File: src/rtl/dp_alu_pkg.sv
package dp_alu_pkg;

    typedef enum logic [3:0] {
        ALU_AND         = 4'h0,
        ALU_XOR         = 4'h1,
        ALU_SHL         = 4'h2,
        ALU_SHR         = 4'h3,
        ALU_SAR         = 4'h4,
        ALU_ADDC        = 4'h5,
        ALU_SUBC        = 4'h6,
        ALU_ROT         = 4'h7,
        ALU_TEST        = 4'h8,
        ALU_NEGATE      = 4'h9,
        ALU_COMPARE     = 4'hA,
        ALU_COMPARE_NEG = 4'hB,
        ALU_OR          = 4'hC,
        ALU_MULT        = 4'hD,
        ALU_CLEAR       = 4'hE,
        ALU_NOT         = 4'hF
    } alu_op_e;

    typedef enum logic [1:0] {
        SK_LEFT  = 2'd0,
        SK_RIGHT = 2'd1,
        SK_ARITH = 2'd2,
        SK_ROT   = 2'd3
    } shift_kind_e;

    typedef struct packed {
        logic n;
        logic z;
        logic c;
        logic v;
    } cond_flags_t;

endpackage

File: src/rtl/dp_alu_shifter.sv
module dp_alu_shifter
    import dp_alu_pkg::*;
#(
    parameter int W  = 32,
    parameter int AW = 8
) (
    input  logic [W-1:0]  val,
    input  logic [AW-1:0] amt,
    input  shift_kind_e   kind,
    input  logic          carry_in,
    output logic [W-1:0]  res,
    output logic          carry_out
);
    localparam int SHW = $clog2(W);

    // One spare bit on the side the data leaves from holds the last bit out.
    logic [W:0]        left_ext;
    logic [W:0]        right_ext;
    logic signed [W:0] arith_ext;
    logic [SHW-1:0]    rot_k;
    logic [W-1:0]      rotated;

    always_comb begin
        left_ext  = {1'b0, val} << amt;
        right_ext = {val, 1'b0} >> amt;
        arith_ext = $signed({val, 1'b0}) >>> amt;
        rot_k     = amt[SHW-1:0];
        rotated   = (val >> rot_k) | (val << (W - int'(rot_k)));

        if (amt == '0) begin
            res       = val;
            carry_out = carry_in;
        end else begin
            unique case (kind)
                SK_LEFT: begin
                    res       = left_ext[W-1:0];
                    carry_out = left_ext[W];
                end
                SK_RIGHT: begin
                    res       = right_ext[W:1];
                    carry_out = right_ext[0];
                end
                SK_ARITH: begin
                    res       = arith_ext[W:1];
                    carry_out = arith_ext[0];
                end
                SK_ROT: begin
                    // A reduced amount of zero leaves val, so bit W-1 is the carry either way.
                    res       = rotated;
                    carry_out = rotated[W-1];
                end
                default: begin
                    res       = val;
                    carry_out = carry_in;
                end
            endcase
        end
    end

endmodule

File: src/rtl/dp_alu_addsub.sv
module dp_alu_addsub #(
    parameter int W = 32
) (
    input  logic [W-1:0] x,
    input  logic [W-1:0] y,
    input  logic         cin,
    input  logic         sub,
    output logic [W-1:0] sum,
    output logic         cout,
    output logic         ovf
);
    logic [W-1:0] y_eff;
    logic [W:0]   wide;

    always_comb begin
        y_eff = sub ? ~y : y;
        wide  = {1'b0, x} + {1'b0, y_eff} + {{W{1'b0}}, cin};
        sum   = wide[W-1:0];
        cout  = wide[W];
        ovf   = (x[W-1] == y_eff[W-1]) && (wide[W-1] != x[W-1]);
    end

endmodule

File: src/rtl/dp_alu_mulcost.sv
module dp_alu_mulcost #(
    parameter int W    = 32,
    parameter int GRAN = 8,
    localparam int NG  = W / GRAN,
    localparam int CW  = $clog2(NG + 1)
) (
    input  logic [W-1:0]  mplr,
    output logic [CW-1:0] cycles
);
    logic [NG-1:1] sign_run;

    for (genvar g = 1; g < NG; g++) begin : g_run
        assign sign_run[g] = (&mplr[W-1:g*GRAN]) | ~(|mplr[W-1:g*GRAN]);
    end

    always_comb begin
        cycles = CW'(NG);
        for (int g = NG - 1; g >= 1; g--) begin
            if (sign_run[g]) cycles = CW'(g);
        end
    end

endmodule

File: src/rtl/dp_alu.sv
module dp_alu
    import dp_alu_pkg::*;
#(
    parameter int W    = 32,
    parameter int GRAN = 8,
    localparam int CW  = $clog2(W / GRAN + 1)
) (
    input  logic [3:0]    op,
    input  logic [W-1:0]  dst_val,
    input  logic [W-1:0]  src_val,
    input  logic          n_in,
    input  logic          z_in,
    input  logic          c_in,
    input  logic          v_in,
    output logic [W-1:0]  result,
    output logic          wr_en,
    output logic          n_out,
    output logic          z_out,
    output logic          c_out,
    output logic          v_out,
    output logic [CW-1:0] mul_cycles
);
    alu_op_e      opc;
    shift_kind_e  sk;
    logic [W-1:0] sh_res;
    logic         sh_c;
    logic [W-1:0] as_x;
    logic         as_cin;
    logic         as_sub;
    logic [W-1:0] as_sum;
    logic         as_cout;
    logic         as_ovf;
    logic [W-1:0] product;
    cond_flags_t  fl;
    logic [W-1:0] val;
    logic         wr;

    assign opc = alu_op_e'(op);

    // Operand steering for the shared shifter and adder.
    always_comb begin
        unique case (opc)
            ALU_SHR: sk = SK_RIGHT;
            ALU_SAR: sk = SK_ARITH;
            ALU_ROT: sk = SK_ROT;
            default: sk = SK_LEFT;
        endcase

        as_sub = (opc == ALU_SUBC) || (opc == ALU_NEGATE) || (opc == ALU_COMPARE);
        as_x   = (opc == ALU_NEGATE) ? '0 : dst_val;
        unique case (opc)
            ALU_ADDC, ALU_SUBC:      as_cin = c_in;
            ALU_NEGATE, ALU_COMPARE: as_cin = 1'b1;
            default:                 as_cin = 1'b0;
        endcase
    end

    dp_alu_shifter #(.W(W), .AW(8)) u_shift (
        .val       (dst_val),
        .amt       (src_val[7:0]),
        .kind      (sk),
        .carry_in  (c_in),
        .res       (sh_res),
        .carry_out (sh_c)
    );

    dp_alu_addsub #(.W(W)) u_addsub (
        .x    (as_x),
        .y    (src_val),
        .cin  (as_cin),
        .sub  (as_sub),
        .sum  (as_sum),
        .cout (as_cout),
        .ovf  (as_ovf)
    );

    dp_alu_mulcost #(.W(W), .GRAN(GRAN)) u_cost (
        .mplr   (src_val),
        .cycles (mul_cycles)
    );

    assign product = dst_val * src_val;

    // Result and flag selection.
    always_comb begin
        fl  = '{n: n_in, z: z_in, c: c_in, v: v_in};
        val = '0;
        wr  = 1'b1;
        unique case (opc)
            ALU_AND:   val = dst_val & src_val;
            ALU_XOR:   val = dst_val ^ src_val;
            ALU_OR:    val = dst_val | src_val;
            ALU_CLEAR: val = dst_val & ~src_val;
            ALU_NOT:   val = ~src_val;
            ALU_MULT:  val = product;
            ALU_TEST: begin
                val = dst_val & src_val;
                wr  = 1'b0;
            end
            ALU_SHL, ALU_SHR, ALU_SAR, ALU_ROT: begin
                val  = sh_res;
                fl.c = sh_c;
            end
            ALU_ADDC, ALU_SUBC, ALU_NEGATE: begin
                val  = as_sum;
                fl.c = as_cout;
                fl.v = as_ovf;
            end
            ALU_COMPARE, ALU_COMPARE_NEG: begin
                val  = as_sum;
                wr   = 1'b0;
                fl.c = as_cout;
                fl.v = as_ovf;
            end
            default: val = '0;
        endcase
        fl.n = val[W-1];
        fl.z = (val == '0);
    end

    assign result = val;
    assign wr_en  = wr;
    assign n_out  = fl.n;
    assign z_out  = fl.z;
    assign c_out  = fl.c;
    assign v_out  = fl.v;

endmodule

File: config.mk
export PLATFORM = sky130hd
export DESIGN_NAME = dp_alu
export DESIGN_NICKNAME = d
export VERILOG_FILES = /design/src/rtl/dp_alu_pkg.sv /design/src/rtl/dp_alu_shifter.sv /design/src/rtl/dp_alu_addsub.sv /design/src/rtl/dp_alu_mulcost.sv /design/src/rtl/dp_alu.sv
export SDC_FILE = /design/constraint.sdc
export NUM_CORES = 2
export LEC_CHECK = 0
export ABC_AREA = 1
export ABC_CLOCK_PERIOD_IN_PS = 9000
export BUFFER_PORTS_ARGS = -buffer_cell sky130_fd_sc_hd__buf_2
export CAP_MARGIN = 20
export CORE_ASPECT_RATIO = 1.2
export CORE_UTILIZATION = 60
export DETAILED_ROUTE_END_ITERATION = 8
export GPL_TIMING_DRIVEN = 0
export PLACE_DENSITY = 0.82
export SYNTH_ARGS = -nofsm -noshare
export SYNTH_HDL_FRONTEND = slang
export SYNTH_SLANG_ARGS = --single-unit
File: constraint.sdc
create_clock -name vclk -period 9
set_input_delay 0.9 -clock vclk [all_inputs]
set_output_delay 0.9 -clock vclk [all_outputs]
set_load 0.1 [all_outputs]
==> metrics, run 1 <==
status=did not finish; stage where the run ended=global routing (5_1_grt); Log Error=[ERROR GRT-0116] Global routing finished with congestion. Check the congestion regions in the DRC Viewer.; unique cell type count in the Yosys netlist=58; FP Rows=87; first-pass GRT wire length=312 mm; PortBufs=97; Avg Inst Size Synth=just over 6 sq um; Synth Warn #=0; largest net degree at the start of global routing=20; Syn Inst Count=between 4,000 and 5,000; Die W=202 um; syn nets=5,327; # hold bufs at CTS=0; Syn Std Cell Area=28,700 sq um; vias in the first global route=approximately 42,000; Die Ht=about 240 um; Initial Util=60.9%; # IOs=112; post-synthesis sequential area ratio=0%; Remaining Overflow, GRT=1,370; Post-DP Area=30,100 sq um; gpl congestion=1.30; GRT Total Usage=85.2%; dpl hpwl=132 mm
-- cells by family after synthesis --
family / Yosys count / synth area share (%)
muxes: 2 / 0.0698
xor gates and xnor gates: 127 / 3.90
buffers and inverters: 1214 / 16.4
adders and majority gates: 615 / 37.5
AOI/OAI and AO/OA: 611 / 12.1
and+or+nand+nor: 2071 / 29.9
-- Yosys cell counts (6+ instances only) --
cell type	number	area share (%)
a211oi_1	6	0.16
a21o_1	9	0.24
a21oi_1	181	3.2
a31oi_1	24	0.52
buf_1	49	0.64
buf_2	62	1.1
buf_4	13	0.34
clkbuf_1	134	1.8
fa_1	410	29
ha_1	205	8.9
inv_1	935	12
inv_2	13	0.17
nand2_1	1324	17
nand3_1	347	6.1
nand3b_1	9	0.24
nand4_1	43	0.94
nor2_1	243	3.2
nor2_2	9	0.20
nor3_1	27	0.47
nor4_1	11	0.24
o2111ai_1	7	0.21
o211ai_1	41	1.1
o21a_1	9	0.24
o21ai_0	216	3.8
o21ai_1	34	0.59
o21bai_1	10	0.26
o22ai_1	36	0.79
or2_2	49	1.1
xnor2_1	38	1.2
xor2_1	88	2.7
-- metal layers --
layer / global-route usage (%) / overflow
met1: 84.3 / 9
met2: 104 / 943
met3: 65.4 / 10
met4: 90.4 / 406
met5: 31.0 / 2
-- through the flow --
step / cells / setup slack (ns)
4_1_cts: 5374 / -0.177
3_5_place_dp: 5361 / -2.35
3_3_place_gp: 5360 / -2.36
2_1_floorplan: 4640 / 0.0123
-- repair_timing --
item	CTS
pin swaps	110
resized for setup	429
endpoints found under the setup margin	25
buffers inserted	31
cloned	4
==> inputs of run 2 (changes only) <==
--- a/config.mk
+++ b/config.mk
@@ -6,14 +6,13 @@
 export NUM_CORES = 2
 export LEC_CHECK = 0
 export ABC_AREA = 1
-export ABC_CLOCK_PERIOD_IN_PS = 9000
+export ABC_CLOCK_PERIOD_IN_PS = 11700
 export BUFFER_PORTS_ARGS = -buffer_cell sky130_fd_sc_hd__buf_2
 export CAP_MARGIN = 20
-export CORE_ASPECT_RATIO = 1.2
-export CORE_UTILIZATION = 60
+export CORE_UTILIZATION = 40
 export DETAILED_ROUTE_END_ITERATION = 8
 export GPL_TIMING_DRIVEN = 0
-export PLACE_DENSITY = 0.82
+export PLACE_DENSITY_LB_ADDON = 0.15
 export SYNTH_ARGS = -nofsm -noshare
 export SYNTH_HDL_FRONTEND = slang
 export SYNTH_SLANG_ARGS = --single-unit
==> constraint.sdc (replaced) <==
create_clock -name vclk -period 11.7
set_input_delay 1.17 -clock vclk [all_inputs]
set_output_delay 1.17 -clock vclk [all_outputs]
set_load 0.1 [all_outputs]
==> run 2 against run 1 <==
Net effect:
- the run now ends clean
- synthesized area is the same
- synthesized cell count is the same
==> metrics, run 2 <==
status=complete, no violations (was did not finish); dpl hpwl=150 mm (was 132 mm); Final Hold Fails=0; max-slew violations=0; RSZ-0062 raised after global routing=no; WL final=roughly 180 mm; CP Launch Type=input pin; syn nets=5,327 (unchanged); Synth top area share=28.6% (unchanged); Routed Antenna Nets=0; Syn Std Cell Area=28,700 sq um (unchanged); initial antenna violation count=8; Hold Path Cell Cnt=4; pre-CTS worst setup slack=-1.10 ns (was -2.35 ns); Worst Setup Path Type=in2out; sequential cells=0; Top cell by count, worst path=fa_1; critical path's slowest cell=clkdlybuf4s15_1; Remaining Overflow, GRT=0; crit path max fanout=10; most frequent cells after synthesis=1,324 x nand2_1, 935 x inv_1, 410 x fa_1 (unchanged); routed vias=between 30,000 and 40,000; Die Ht=270 um (was 242 um); Post-DP Area=30,500 sq um (was 30,100 sq um); setup ws final=0.0421 ns; wire per inst=approximately 31 um; Tightest Hold Check Type=in2out; Final Cell Area=30,600 sq um; first-pass GRT wire length=247 mm; Die W=270 um (was 202 um); Yosys top cell by area=fa_1 (unchanged); Worst-Margin Slew=1.29 ns; area taken by multi-input logic gates=24,000 sq um; dominant cells by area after synthesis=fa_1 29%, nand2_1 17%, inv_1 12%, ha_1 8.9%, nand3_1 6.1% (unchanged); Max-cap violations=0; final period utilization=between 90% and 100%; # IOs=112 (unchanged); Final #Nets=between 5,000 and 6,000; commonest non-fill, non-tap cell in the layout=nand2_1; worst path required time=between 10 and 15 ns; critical path capture point type=output pin; Avg Inst Size Synth=6.18 sq um (unchanged); Max Clock Freq=85.8 MHz; PortBufs=97 (unchanged); Initial Util=40.7% (was 60.9%); initial detailed-routing violation count=approximately 5,000; Die ar.=72,800 sq um; GRT Total Usage=48.0%; layout clock buffer count=0; Synth Warn #=0 (unchanged); commonest cells after routing, fill and taps aside=1,324 x nand2_1, 935 x inv_1, 410 x fa_1; post-cts sizing count=22 (was 429); relative slew slack=between 10% and 20%; gpl congestion=1.09 (was 1.30); Register Area=0 sq um; post-synthesis sequential area ratio=0% (unchanged); Core Util, Final=a little over two fifths; Crit path arrival time=10.49 ns; # DRC=0; Layout area overhead=6.68%; share of layout cells above drive strength 1=5.75%; # hold bufs at CTS=0 (unchanged); final setup TNS=0 ns; core area=70,500 sq um; unique cell type count in the Yosys netlist=58 (unchanged); Crit path largest cell delay=0.88 ns; # setup viols final=0; min cycle time layout=11.66 ns; count leader, synth=nand2_1 (unchanged); total setup buffers inserted after CTS=0 (was 31); vias in the first global route=32,800; Syn Inst Count=4,640 (unchanged); largest net degree at the start of global routing=20; Fillers=7,880; DR pass1 iterations=8; vias per inst=5.98; FP Rows=97 (was 87)
run 2: cell counts after synthesis:
Identical to the previous run, type by type.
run 2: worst max-delay path: cells and delay by family:
family	cells	cell delay [ns]
fa+ha+maj	8	3.94
simple gates	11	1.67
buf+inv	9	2.82
compound gates	4	0.87
run 2: cell type report:
type	instances	share of cell area, %
buffer	256	3.80
timing repair buffer	109	2.23
antenna	6	0.0491
multi-input combinational	3426	78.4
tap	940	3.84
inverter	953	11.7
run 2: worst paths after layout:
check / start / end / slack, ns
max: src_val[1] / z_out / 0.04
min: v_in / v_out / 2.85
run 2: logic make-up after synthesis:
family	Yosys count	share of synthesized area, %
fa+ha+maj	615	37.5
simple gates	2071	29.9
mux	2	0.0698
compound gates	611	12.1
xor+xnor	127	3.90
buf+inv	1214	16.4
run 2: metrics by stage:
| stage | instances | hold WS [ns] |
|---|---|---|
| final | 5690 | 2.85 |
| after global routing | 5684 | 2.87 |
| after CTS | 5684 | 2.84 |
| after detailed placement | 5686 | 2.84 |
| after global placement | 5677 | 2.85 |
| after floorplan | 4640 | 2.96 |
run 2: routing by layer:
metal / track usage [%] / part of all wire, %
met2: 71.2 / 41
met5: 1.12 / 0.099
met4: 32.1 / 8.2
met1: 61.0 / 38
met3: 12.7 / 12
